===== src/rtl/tdm_tag_serializer.sv =====
module tdm_tag_serializer #(
  parameter int SLOTS  = 12,
  parameter int SLOT_W = 20,
  parameter int TAG_W  = 16
) (
  input  logic                      bit_clk,
  input  logic                      rst_n,
  input  logic                      sync_in,
  input  logic                      codec_rdy,
  input  logic [SLOTS-1:0]          slot_vld,
  input  logic [SLOTS*SLOT_W-1:0]   slot_data,
  output logic                      sdo
);
  localparam int TB     = $clog2(TAG_W);
  localparam int SIB    = $clog2(SLOTS);
  localparam int SWB    = $clog2(SLOT_W);
  localparam int FRAME  = TAG_W + SLOTS * SLOT_W;
  localparam int FCW    = $clog2(FRAME + 1);

  logic              sync_q, busy, tag_ph, sdo_q;
  logic [TB-1:0]     tcnt;
  logic [SIB-1:0]    sidx;
  logic [SWB-1:0]    bidx;
  logic [SLOTS-1:0]  vld_lat;
  logic [SLOT_W-1:0] dat_lat [SLOTS];
  logic [TAG_W-1:0]  tag_now, tag_lat;

  wire start = sync_in & ~sync_q;

  always_comb begin
    tag_now = '0;
    tag_now[TAG_W-1] = codec_rdy | (|slot_vld);
    for (int k = 0; k < SLOTS; k++) tag_now[TAG_W-2-k] = slot_vld[k];
  end

  always_ff @(posedge bit_clk or negedge rst_n) begin
    if (!rst_n) begin
      sync_q  <= 1'b0;
      busy    <= 1'b0;
      tag_ph  <= 1'b0;
      sdo_q   <= 1'b0;
      tcnt    <= '0;
      sidx    <= '0;
      bidx    <= '0;
      vld_lat <= '0;
      tag_lat <= '0;
      for (int k = 0; k < SLOTS; k++) dat_lat[k] <= '0;
    end else begin
      sync_q <= sync_in;
      if (start) begin
        tag_lat <= tag_now;
        vld_lat <= slot_vld;
        for (int k = 0; k < SLOTS; k++) dat_lat[k] <= slot_data[k*SLOT_W +: SLOT_W];
        busy    <= 1'b1;
        tag_ph  <= 1'b1;
        tcnt    <= TB'(TAG_W - 2);
        sdo_q   <= tag_now[TAG_W-1];
      end else if (busy && tag_ph) begin
        sdo_q <= tag_lat[tcnt];
        if (tcnt == '0) begin
          tag_ph <= 1'b0;
          sidx   <= '0;
          bidx   <= SWB'(SLOT_W - 1);
        end else begin
          tcnt <= tcnt - 1'b1;
        end
      end else if (busy) begin
        sdo_q <= vld_lat[sidx] & dat_lat[sidx][bidx];
        if (bidx == '0) begin
          if (sidx == SIB'(SLOTS - 1)) busy <= 1'b0;
          else begin
            sidx <= sidx + 1'b1;
            bidx <= SWB'(SLOT_W - 1);
          end
        end else begin
          bidx <= bidx - 1'b1;
        end
      end else begin
        sdo_q <= 1'b0;
      end
    end
  end

  assign sdo = sdo_q;

  logic [FCW-1:0] chk_cnt;
  always_ff @(posedge bit_clk or negedge rst_n) begin
    if (!rst_n)     chk_cnt <= '0;
    else if (start) chk_cnt <= FCW'(1);
    else if (busy)  chk_cnt <= chk_cnt + 1'b1;
  end


  idle_low_chk: assert property (@(posedge bit_clk) disable iff (!rst_n)
    (!busy && !start) |=> !sdo);


  frame_len_chk: assert property (@(posedge bit_clk) disable iff (!rst_n)
    $fell(busy) |-> chk_cnt == FCW'(FRAME));


  tag_ready_chk: assert property (@(posedge bit_clk) disable iff (!rst_n)
    start |=> sdo == ($past(codec_rdy) | (|$past(slot_vld))));


  tag_pad_chk: assert property (@(posedge bit_clk) disable iff (!rst_n)
    (!$stable(chk_cnt) && chk_cnt >= FCW'(SLOTS + 2) && chk_cnt <= FCW'(TAG_W)) |-> !sdo);


  zero_fill_chk: assert property (@(posedge bit_clk) disable iff (!rst_n)
    (busy && !tag_ph && !start && !vld_lat[sidx]) |=> !sdo);
endmodule


===== config.mk =====
export PLATFORM = sky130hd
export DESIGN_NAME = tdm_tag_serializer
export DESIGN_NICKNAME = d
export VERILOG_FILES = /design/src/rtl/tdm_tag_serializer.sv
export SDC_FILE = /design/constraint.sdc
export NUM_CORES = 1
export LEC_CHECK = 0
export ABC_AREA = 0
export BUFFER_PORTS_ARGS = -buffer_cell sky130_fd_sc_hd__buf_2
export CAP_MARGIN = 20
export CORE_MARGIN = 1.5
export CORE_UTILIZATION = 42
export DETAILED_ROUTE_END_ITERATION = 7
export MAX_ROUTING_LAYER = met4
export PLACE_DENSITY = 0.67
export SETUP_SLACK_MARGIN = 0.3
export SLEW_MARGIN = 10
export SYNTH_ARGS = -nofsm -noshare
export SYNTH_HDL_FRONTEND = slang
export SYNTH_SLANG_ARGS = --single-unit

===== constraint.sdc =====
create_clock -name bit_clk -period 3.8 [get_ports bit_clk]
set_input_delay 0.76 -clock bit_clk [delete_from_list [all_inputs] [get_ports bit_clk]]
set_output_delay 0.76 -clock bit_clk [all_outputs]
set_load 0.01 [all_outputs]

==> summary.md, run 1 <==
| Metric | Value |
|---|---|
| DR pass1 iterations | 5 |
| Io pins | 257 |
| Total wire length | 36.5 mm |
| Flop2flop setup slack | 0.84 ns |
| Nets@finish | 1862 |
| CP Max Fanout | 36 |
| Num CTS Buffers | 28 |
| Seq/Total Area, Yosys | 53.8% |
| Vias per Instance | 5.14 |
| Fin. max-slew vios | 0 |
| CTS H-tree depth | 1 |
| Fraction of registers with async set/reset | 100% |
| Hold Path Class | primary input to asynchronous set/reset pin |
| Number of max-cap violations | 0 |
| Netlist cell types | 49 |
| DRC Markers | 0 |
| Leakage | 7.76 nW |
| Wire length of the first global-routing pass | 57.5 mm |
| Clk sinks | 270 |
| Critical path arrival | 3.39 ns |
| Largest net degree at the start of global routing | 114 |
| Crit path capture type | flop |
| CTS tree | yes |
| Filler cell count in the final layout | 2714 |
| Post-CTS Resized | 0 |
| Actual slew at the worst max-slew pin | 0.980 ns |
| Site row count | 63 |
| Routed length per instance | 18.2 um |
| Worst-case reg-to-reg path depth | 7 |
| FMAX | 338 MHz |
| Setup Buffers After CTS | 0 |
| RSZ-0062 raised after global routing | no |
| Die height | 176 um |
| Post-synth EDFFs | 0 |
| Clock period minus worst slack | 2.96 ns |
| CTS Root Cell | clkbuf_16 |
| RR Endpoint | sdo |
| Floorplan core area | 29600 um^2 |
| Worst-path clk slew | 0.06 ns |
| Slew headroom | 34.7% |
| Post-Syn Instances | 1383 |
| Synth Area per Inst | 9.08 um^2 |
| Synth-to-layout area growth | 19.5% |
| Post-synthesis register bit count | 270 |
| Outcome | completed |
| CP required | 4.23 ns |
| Number of global-route vias before repair | 10600 |
| Commonest non-fill, non-tap cells in the layout | nand2_1, dfrtp_1, buf_2, mux2i_1, mux4_2 |
| Peak supply drop | 0.378 mV |
| Die footprint | 31000 um^2 |
| Clk buf depth | 3 |
| GRT overflow | 0 |
| Period utilisation layout | 77.9% |
| DR vias | 10300 |
| Pwr Density | 541 nW/um^2 |
| Clk_lat worst skew | 0.56 ns |
| Critical path class | flop to flop |
| DP HPWL | 27.2 mm |
| Setup TNS | 0 ns |
| Cts hold-fix bufs | 0 |
| Endpoints failing hold | 0 |
| YS warnings | 0 |
| Final setup vio count | 0 |
| Worst Setup Start Kind | flop |
| Commonest non-fill, non-tap cell in the layout | nand2_1 |
| Final setup skew | 0.0158 ns |
| PortBufs | 256 |
| RD Place Congestion | 0.912 |
| Diode count | 0 |
| Mapped cell area | 12600 um^2 |
| Syn nets | 1642 |
| Most used flip-flop cell after synthesis | dfrtp_1 |
| Layout cells sized above 1 | 22.8% |
| Initial antenna violation count | 0 |
| Tot GR Track Use | 24.9% |
| ANT nets after route | 0 |
| Post-Place Worst Slack | 0.795 ns |
| Launch point of the worst reg-to-reg path | sidx[0] |
| Die width | 176 um |
| Initial core utilization | 42.5% |
| Initial DRC Count | 923 |
| Final worst slack | 0.839 ns |
==> cell usage after synthesis, types with 3 or more instances <==
library cell	count	area, um^2
a211oi_1	4	30.0
a21oi_1	17	85.1
a221oi_1	8	70.1
a22oi_1	8	60.1
and2_1	3	18.8
buf_1	6	22.5
buf_2	4	20.0
buf_4	4	30.0
buf_6	4	45.0
clkbuf_1	67	251
dfrtp_1	270	6760
ha_1	3	37.5
inv_1	5	18.8
mux2i_1	51	510
mux4_2	46	1040
nand2_1	786	2950
nand2b_1	4	25.0
nand3_1	8	40.0
nand3b_1	3	22.5
nand4_1	3	18.8
nor2_1	15	56.3
nor2b_1	4	25.0
nor3_1	5	25.0
nor4_1	5	31.3
o211ai_1	3	22.5
o21ai_0	12	60.1
o21ai_1	4	20.0
o221ai_1	3	26.3
o22ai_1	3	18.8
xnor2_1	3	26.3
==> how the worst max path moves through the flow <==
stage          endpoint  startpoint  cells past startpoint
6_report            sdo     sidx[0]                      7
5_1_grt             sdo     sidx[0]                      7
4_1_cts             sdo     sidx[0]                      7
3_5_place_dp        sdo     sidx[0]                      7
3_3_place_gp        sdo     sidx[0]                      6
2_1_floorplan   bidx[4]     bidx[1]                     10
==> per-layer routing <==
layer  wire length, um  track usage [%]  vias to the layer above
met4              1280             8.51                        0
met5                 0                -                        -
li1                  -                -                     4895
met3              2460             3.94                       85
met1             15300             32.3                     4935
met2             17400             40.0                      402
==> where the power goes <==
| group | leakage [nW] | internal, W | switching, W |
|---|---|---|---|
| Sequential | 3.32 | 0.00327 | 0.000424 |
| Combinational | 4.03 | 0.000891 | 0.000998 |
| Clock | 0.414 | 0.00144 | 0.00110 |
==> layout make-up <==
class / instances / area [um^2] / share of cell area (%)
Inverter: 7 / 26.3 / 0.175
Sequential cell: 270 / 6760 / 45.0
Tap cell: 390 / 488 / 3.25
Clock buffer: 38 / 788 / 5.25
Timing Repair Buffer: 277 / 1510 / 10.1
Multi-Input combinational cell: 1019 / 5380 / 35.9
Clock inverter: 5 / 53.8 / 0.358
==> flip-flops by register name, summed over array words and instances (netlist names) <==
signal,flops
dat_lat,240
vld_lat,11
bidx,5
sidx,4
tcnt,4
tag_lat,2
busy,1
sdo,1
sync_q,1
tag_ph,1
==> worst max-delay path: stages (launching register included) <==
cell	delay, ns
dfrtp_4	0.86
buf_12	0.33
mux4_2	0.54
mux2i_1	0.22
o311ai_0	0.14
nor3_1	0.29
nor4_1	0.11
a211o_1	0.30
==> through the flow <==
| step | instance area, um^2 | std cells | total power (W) | util (%) | hold WS [ns] |
|---|---|---|---|---|---|
| after detailed placement | 14200 | 1963 | 0.00562 | 47.9 | 0.458 |
| after CTS | 15000 | 2006 | 0.00816 | 50.8 | 0.297 |
| after global routing | 15000 | 2006 | 0.00852 | 50.8 | 0.327 |
| after floorplan | 12600 | 1383 | 0.00492 | - | 0.440 |
| final | 15000 | 2006 | 0.00812 | 50.8 | 0.268 |
| after global placement | 14200 | 1963 | 0.00559 | 47.9 | 0.452 |
==> cells by family (layout without fill, tap and decap cells) <==
| group | count (synthesis) | in the layout | share of synthesized area, % |
|---|---|---|---|
| flops | 270 | 270 | 53.8 |
| mux | 98 | 98 | 12.4 |
| compound gates | 73 | 73 | 3.89 |
| fa+ha+maj | 3 | 3 | 0.299 |
| buf+inv | 94 | 327 | 3.47 |
| xor+xnor | 5 | 5 | 0.349 |
| simple gates | 840 | 840 | 25.8 |
Note: power is estimated with default switching activity, not from simulation.
==> inputs of run 2 (changes only) <==
- PLACE_DENSITY: 0.67 -> 0.69
- clock period: 3.8 -> 2.46 ns (I/O delays scaled with it)
==> run 2 against run 1 <==
Combinational power is 92% higher; setup slack worse by 0.77 ns; clock power is 71% higher; register-to-register slack worse by 0.77 ns; fmax is 24% higher; largest power group unchanged; sequential share of layout area is 2.2 points lower; non-clock buffer count is 43 higher; flip-flop and latch count stayed put; worst hold slack worse by 0.15 ns.
==> summary.md, run 2 (synthesis gave the netlist of run 1 again) <==
| Metric | Value |
|---|---|
| Endpoints failing hold | 0 (unchanged) |
| Number of global-route vias before repair | 10600 (about the same) |
| RSZ-0062 raised after global routing | yes (was no) |
| Die height | 176 um (unchanged) |
| Commonest non-fill, non-tap cells in the layout | nand2_1, dfrtp_1, buf_2, mux4_2, mux2i_1 (was nand2_1, dfrtp_1, buf_2, mux2i_1, mux4_2) |
| Total wire length | 36.9 mm (was 36.5 mm) |
| Period utilisation layout | 97.3% (was 77.9%) |
| Slowest cell on crit path | mux4_2 (was dfrtp_4) |
| Worst-path clk slew | 0.06 ns (about the same) |
| Leakage | 8.12 nW (was 7.76 nW) |
| CP required | 2.89 ns (was 4.23 ns) |
| Actual slew at the worst max-slew pin | 0.653 ns (was 0.980 ns) |
| Largest net degree at the start of global routing | 149 (was 114) |
| Setup TNS | 0 ns (unchanged) |
| Max reg flops | 240 (unchanged) |
| Worst Setup Start Kind | flop (unchanged) |
| Top reg by flops | dat_lat (unchanged) |
| Clock period minus worst slack | 2.39 ns (was 2.96 ns) |
| Pwr Density | 856 nW/um^2 (was 541 nW/um^2) |
| DR pass1 iterations | 5 (unchanged) |
| CTS H-tree depth | 1 (unchanged) |
| DRC Markers | 0 (unchanged) |
| Commonest non-fill, non-tap cell in the layout | nand2_1 (unchanged) |
| Delay-heaviest family, CP | multiplexers (was flip-flops) |
| Clk buf depth | 3 (unchanged) |
| Layout cells sized above 1 | 26.0% (was 22.8%) |
| Peak supply drop | 0.546 mV (was 0.378 mV) |
| Filler cell count in the final layout | 2678 (was 2714) |
| PortBufs | 256 (unchanged) |
| Hold Path Class | primary input to flop (was primary input to asynchronous set/reset pin) |
| CTS Root Cell | clkbuf_16 (unchanged) |
| GRT overflow | 0 (unchanged) |
| Final setup vio count | 0 (unchanged) |
| Crit path capture type | flop (unchanged) |
| Diode count | 0 (unchanged) |
| DP HPWL | 27.1 mm (was 27.2 mm) |
| Routed length per instance | 18.0 um (was 18.2 um) |
| Critical path arrival | 2.82 ns (was 3.39 ns) |
| Nets@finish | 1906 (was 1862) |
| Io pins | 257 (unchanged) |
| Vias per Instance | 5.16 (was 5.14) |
| Placed cell areas | 14500 um^2 (was 14200 um^2) |
| Die width | 176 um (unchanged) |
| Clk_lat worst skew | 0.54 ns (was 0.56 ns) |
| DR vias | 10600 (was 10300) |
| Crit path depth | 8 (was 7) |
| Num CTS Buffers | 29 (was 28) |
| Critical Path, Cell by Cell | buf_12, buf_12, mux4_2, mux2i_1, o21ai_1, a211oi_2, nor4_1, a211o_1 (was buf_12, mux4_2, mux2i_1, o311ai_0, nor3_1, nor4_1, a211o_1) |
| CP Buf/Inv Count | 2 (was 1) |
| Worst path max stage delay | 0.53 ns (was 0.86 ns) |
| CTS tree | yes (unchanged) |
| Initial DRC Count | 864 (was 923) |
| Number of max-cap violations | 0 (unchanged) |
| Worst-case reg-to-reg path depth | 8 (was 7) |
| CP dominant cell by count | buf_12 |
| Site row count | 63 (unchanged) |
| Cell area after layout | 15800 um^2 (was 15000 um^2) |
| RD Place Congestion | 0.931 (was 0.912) |
| Initial antenna violation count | 0 (unchanged) |
| Fin. max-slew vios | 0 (unchanged) |
| CP Max Fanout | 8 (was 36) |
| Floorplan core area | 29600 um^2 (unchanged) |
| Slew headroom | 56.5% (was 34.7%) |
| Die footprint | 31000 um^2 (unchanged) |
| Synth-to-layout area growth | 25.6% (was 19.5%) |
| Critical path class | flop to flop (unchanged) |
| Largest regs | dat_lat x240, vld_lat x11, bidx x5 (unchanged) |
| Outcome | completed (unchanged) |
| Tot GR Track Use | 24.9% (about the same) |
| Initial core utilization | 42.5% (unchanged) |
| ANT nets after route | 0 (unchanged) |
| Wire length of the first global-routing pass | 57.4 mm (was 57.5 mm) |
| Final setup skew | 0.00786 ns (was 0.0158 ns) |
| Hold depth | 1 |
| FMAX | 418 MHz (was 338 MHz) |
| Clk sinks | 270 (unchanged) |
==> run 2: final cells by class <==
cell class / instances / area (um^2) / share of cell area (%)
timing repair buffer: 320 / 2080 / 13.2
clock buffer: 40 / 807 / 5.11
tap: 390 / 488 / 3.09
sequential: 270 / 6760 / 42.8
multi-input combinational: 1019 / 5480 / 34.7
inverter: 7 / 26.3 / 0.166
clock inverter: 10 / 134 / 0.848
==> run 2: where the power goes <==
group          leakage, nW  switching, W  internal [W]
Clock                0.457       0.00175       0.00259
Sequential            3.32      0.000497       0.00505
Combinational         4.35       0.00187       0.00176
Total                 8.12       0.00412       0.00940
==> run 2: final timing paths <==
check,to,slack [ns],start
hold reg to reg,dat_lat[100],0.47,dat_lat[100]
setup / recovery,sdo,0.07,sidx[0]
max in group asynchronous,dat_lat[214],1.19,rst_n
setup reg to reg,sdo,0.07,sidx[0]
min in group asynchronous,dat_lat[73],0.54,rst_n
hold / removal,sync_q,0.12,sync_in
==> run 2: metal layers <==
metal	routed length [um]	vias up	global-route usage [%]
li1	-	5000	-
met4	1300	0	8.58
met5	0	-	-
met3	2230	75	3.29
met2	17700	379	39.3
met1	15700	5156	33.2
==> run 2: what timing repair did <==
item,in CTS,in global routing
resized for setup,12,21
hold endpoints to repair,70,0
hold buffers,1,0
buffers inserted,14,2
gates cloned,1,1
pin swaps,6,7
endpoints found under the setup margin,5,9
==> run 2: per-stage QoR <==
stage / utilization [%] / setup WS (ns) / std cells / hold slack, ns / total power [W]
after floorplan: - / 0.312 / 1383 / 0.196 / 0.00760
after global placement: 49.0 / 0.0874 / 1987 / 0.455 / 0.00881
after detailed placement: 49.0 / 0.0611 / 1987 / 0.461 / 0.00887
after CTS: 52.9 / 0.114 / 2053 / 0.108 / 0.0134
after global routing: 53.4 / 0.0296 / 2056 / 0.109 / 0.0141
final: 53.4 / 0.0671 / 2056 / 0.120 / 0.0135
==> inputs of run 3 (changes only) <==
- CELL_PAD_IN_SITES_DETAIL_PLACEMENT: not set -> 1
- CELL_PAD_IN_SITES_GLOBAL_PLACEMENT: not set -> 1
- CORE_UTILIZATION: 42 -> 38
- PLACE_DENSITY: 0.69 -> 0.8
==> run 3 against run 2 <==
Cell count grew 2.6%; final area fell by 0.50%; via count grew 3.2%; fmax shrank 1.8%; flip-flop and latch count unchanged.
==> summary.md, run 3 (synthesis gave the netlist of run 1 again) <==
| Metric | Value |
|---|---|
| Outcome | completed (unchanged) |
| Initial antenna violation count | 0 (unchanged) |
| Io pins | 257 (unchanged) |
| Crit path capture type | flop (unchanged) |
| Period utilisation layout | 99.0% (was 97.3%) |
| Grt met1 use | 32.9% (was 33.2%) |
| Vias per Instance | 5.19 (was 5.16) |
| ANT nets after route | 0 (unchanged) |
| Slew headroom | 56.4% (was 56.5%) |
| Final setup skew | 0.0134 ns (was 0.00786 ns) |
| RD Place Congestion | 0.877 (was 0.931) |
| Area of the multi-input gates | 5410 um^2 (was 5480 um^2) |
| Largest regs | dat_lat x240, vld_lat x11, bidx x5 (unchanged) |
| DR vias | 11000 (was 10600) |
| Flop2flop setup slack | 0.02 ns (was 0.07 ns) |
| Post-Place Worst Slack | -0.0226 ns (was 0.0611 ns) |
| Max reg flops | 240 (unchanged) |
| CTS H-tree depth | 1 (unchanged) |
| Crit path depth | 9 (was 8) |
| Critical path arrival | 2.87 ns (was 2.82 ns) |
| Clk sinks | 270 (unchanged) |
| Total wire length | 43.1 mm (was 36.9 mm) |
| Top reg by flops | dat_lat (unchanged) |
| Initial DRC Count | 841 (was 864) |
| CP required | 2.90 ns (was 2.89 ns) |
| CP Buf/Inv Count | 3 (was 2) |
| Core Util, Final | 48.3% (was 53.4%) |
| Synth-to-layout area growth | 25.0% (was 25.6%) |
| End point of the critical path | sdo (unchanged) |
| Site row count | 66 (was 63) |
| Worst-path clk slew | 0.06 ns (about the same) |
| CP dominant cell by count | buf_4 (was buf_12) |
| Layout cells sized above 1 | 25.2% (was 26.0%) |
| Clk_lat worst skew | 0.56 ns (was 0.54 ns) |
| Final worst slack | 0.0241 ns (was 0.0671 ns) |
| Clock period minus worst slack | 2.44 ns (was 2.39 ns) |
| Tot GR Track Use | 26.3% (was 24.9%) |
| GRT overflow | 0 (unchanged) |
| Launch point of the worst reg-to-reg path | sidx[0] (unchanged) |
| Commonest non-fill, non-tap cells in the layout | nand2_1, dfrtp_1, buf_2, mux2i_1, mux4_2 (was nand2_1, dfrtp_1, buf_2, mux4_2, mux2i_1) |
| Number of max-cap violations | 0 (unchanged) |
| M3 GR Usage | 2.95% (was 3.29%) |
| Actual slew at the worst max-slew pin | 0.654 ns (was 0.653 ns) |
| Delay-heaviest family, CP | multiplexers (unchanged) |
| Routed length per instance | 20.4 um (was 18.0 um) |
| Largest net degree at the start of global routing | 144 (was 149) |
| DR pass1 iterations | 7 (was 5) |
| Die height | 185 um (was 176 um) |
| Worst Setup Start Kind | flop (unchanged) |
| Clk buf depth | 3 (unchanged) |
| Peak supply drop | 0.643 mV (was 0.546 mV) |
| FF+latch area | 6760 um^2 (about the same) |
| Pwr Density | 869 nW/um^2 (was 856 nW/um^2) |
| Filler cell count in the final layout | 3844 (was 2678) |
| Leakage | 8.09 nW (was 8.12 nW) |
| Fin. max-slew vios | 0 (unchanged) |
| RR Endpoint | sdo (unchanged) |
| CP Max Fanout | 5 (was 8) |
| Nets@finish | 1906 (unchanged) |
| Endpoints failing hold | 0 (unchanged) |
| CTS Root Cell | clkbuf_16 (unchanged) |
| Die footprint | 34200 um^2 (was 31000 um^2) |
| Worst-case reg-to-reg path depth | 9 (was 8) |
| Hold Path Class | primary input to flop (unchanged) |
| Global route hottest layer | met2 (unchanged) |
| CTS tree | yes (unchanged) |
| Critical Path, Cell by Cell | buf_4, buf_12, buf_4, mux4_2, mux2i_1, o311ai_1, a211oi_1, nor4_1, a211o_1 (was buf_12, buf_12, mux4_2, mux2i_1, o21ai_1, a211oi_2, nor4_1, a211o_1) |
| Wire length of the first global-routing pass | 65.8 mm (was 57.4 mm) |
| DRC Markers | 0 (unchanged) |
| Worst setup path start | sidx[0] (unchanged) |
| FMAX | 411 MHz (was 418 MHz) |
| Commonest non-fill, non-tap cell in the layout | nand2_1 (unchanged) |
| Die width | 185 um (was 176 um) |
| Slowest cell on crit path | dfrtp_4 (was mux4_2) |
| Floorplan core area | 32500 um^2 (was 29600 um^2) |
| Critical path class | flop to flop (unchanged) |
| Num CTS Buffers | 29 (unchanged) |
| DP HPWL | 31.2 mm (was 27.1 mm) |
| PortBufs | 256 (unchanged) |
| Diode count | 0 (unchanged) |
| Worst path max stage delay | 0.48 ns (was 0.53 ns) |
| Number of global-route vias before repair | 11700 (was 10600) |
| RSZ-0062 raised after global routing | yes (unchanged) |
| Initial core utilization | 38.6% (was 42.5%) |
| Met2 GRT Util | 44.0% (was 39.3%) |
| Final setup vio count | 0 (unchanged) |
[run 3: cell types whose count changed in the layout (fill, tap and decap cells not counted), moves of 3 or more]
cell | previous run | this run
buf_4 | 38 | 44
mux2i_1 | 46 | 50
clkbuf_8 | 4 | 7
clkbuf_1 | 7 | 10
buf_12 | 21 | 13
[run 3: where the power goes]
group	switching [W]	internal, W	leakage, nW
clock	0.00180	0.00259	0.460
combinational	0.00191	0.00173	4.31
sequential	0.000564	0.00505	3.32
total	0.00427	0.00937	8.09
[run 3: what timing repair did]
action,4_1_cts,5_1_grt
pin swaps,1,1
hold endpoints to repair,49,0
setup endpoints to repair,5,10
resized for setup,10,5
hold buffers,1,0
gates cloned,2,0
buffers inserted,12,4
[run 3: area by class of cell]
type / instances / area share (%)
tap: 442 / 3.52
multi-input combinational: 1019 / 34.5
timing repair buffer: 320 / 12.7
sequential: 270 / 43.1
clock inverter: 6 / 0.550
inverter: 7 / 0.167
clock buffer: 46 / 5.47
[run 3: worst min path at each step]
stage,start,end,slack [ns],cells after the start
finish,sync_in,sync_q,0.12,1
global route,sync_in,sync_q,0.12,1
CTS,sync_in,sync_q,0.11,1
detailed placement,rst_n,dat_lat[187],0.46,1
global placement,tag_lat[15],tag_lat[15],0.45,2
floorplan,rst_n,bidx[0],0.20,0
[run 3: metrics by stage]
| step | hold WS, ns | std cells | instance area [um^2] | total power (W) | setup TNS [ns] |
|---|---|---|---|---|---|
| 6_report | 0.120 | 2110 | 15700 | 0.0136 | 0 |
| 5_1_grt | 0.119 | 2110 | 15700 | 0.0142 | -0.0358 |
| 4_1_cts | 0.106 | 2106 | 15600 | 0.0136 | 0 |
| 3_5_place_dp | 0.463 | 2039 | 14500 | 0.00902 | -0.0226 |
| 3_3_place_gp | 0.454 | 2039 | 14500 | 0.00891 | 0 |
| 2_1_floorplan | 0.196 | 1383 | 12600 | 0.00760 | 0 |
[run 3: worst register-to-register path, delay by kind of cell, from the launching register on]
family	cells	cell delay (ns)
AOI/OAI and AO/OA	3	0.65
DFF	1	0.48
muxes	2	0.67
and+or+nand+nor	1	0.09
buffers and inverters	3	0.43
[run 3: routing by layer]
metal / vias to the layer above / routed length [um]
li1: 4988 / -
met1: 5486 / 17900
met2: 373 / 21300
met3: 107 / 2170
met4: 0 / 1800
met5: - / 0
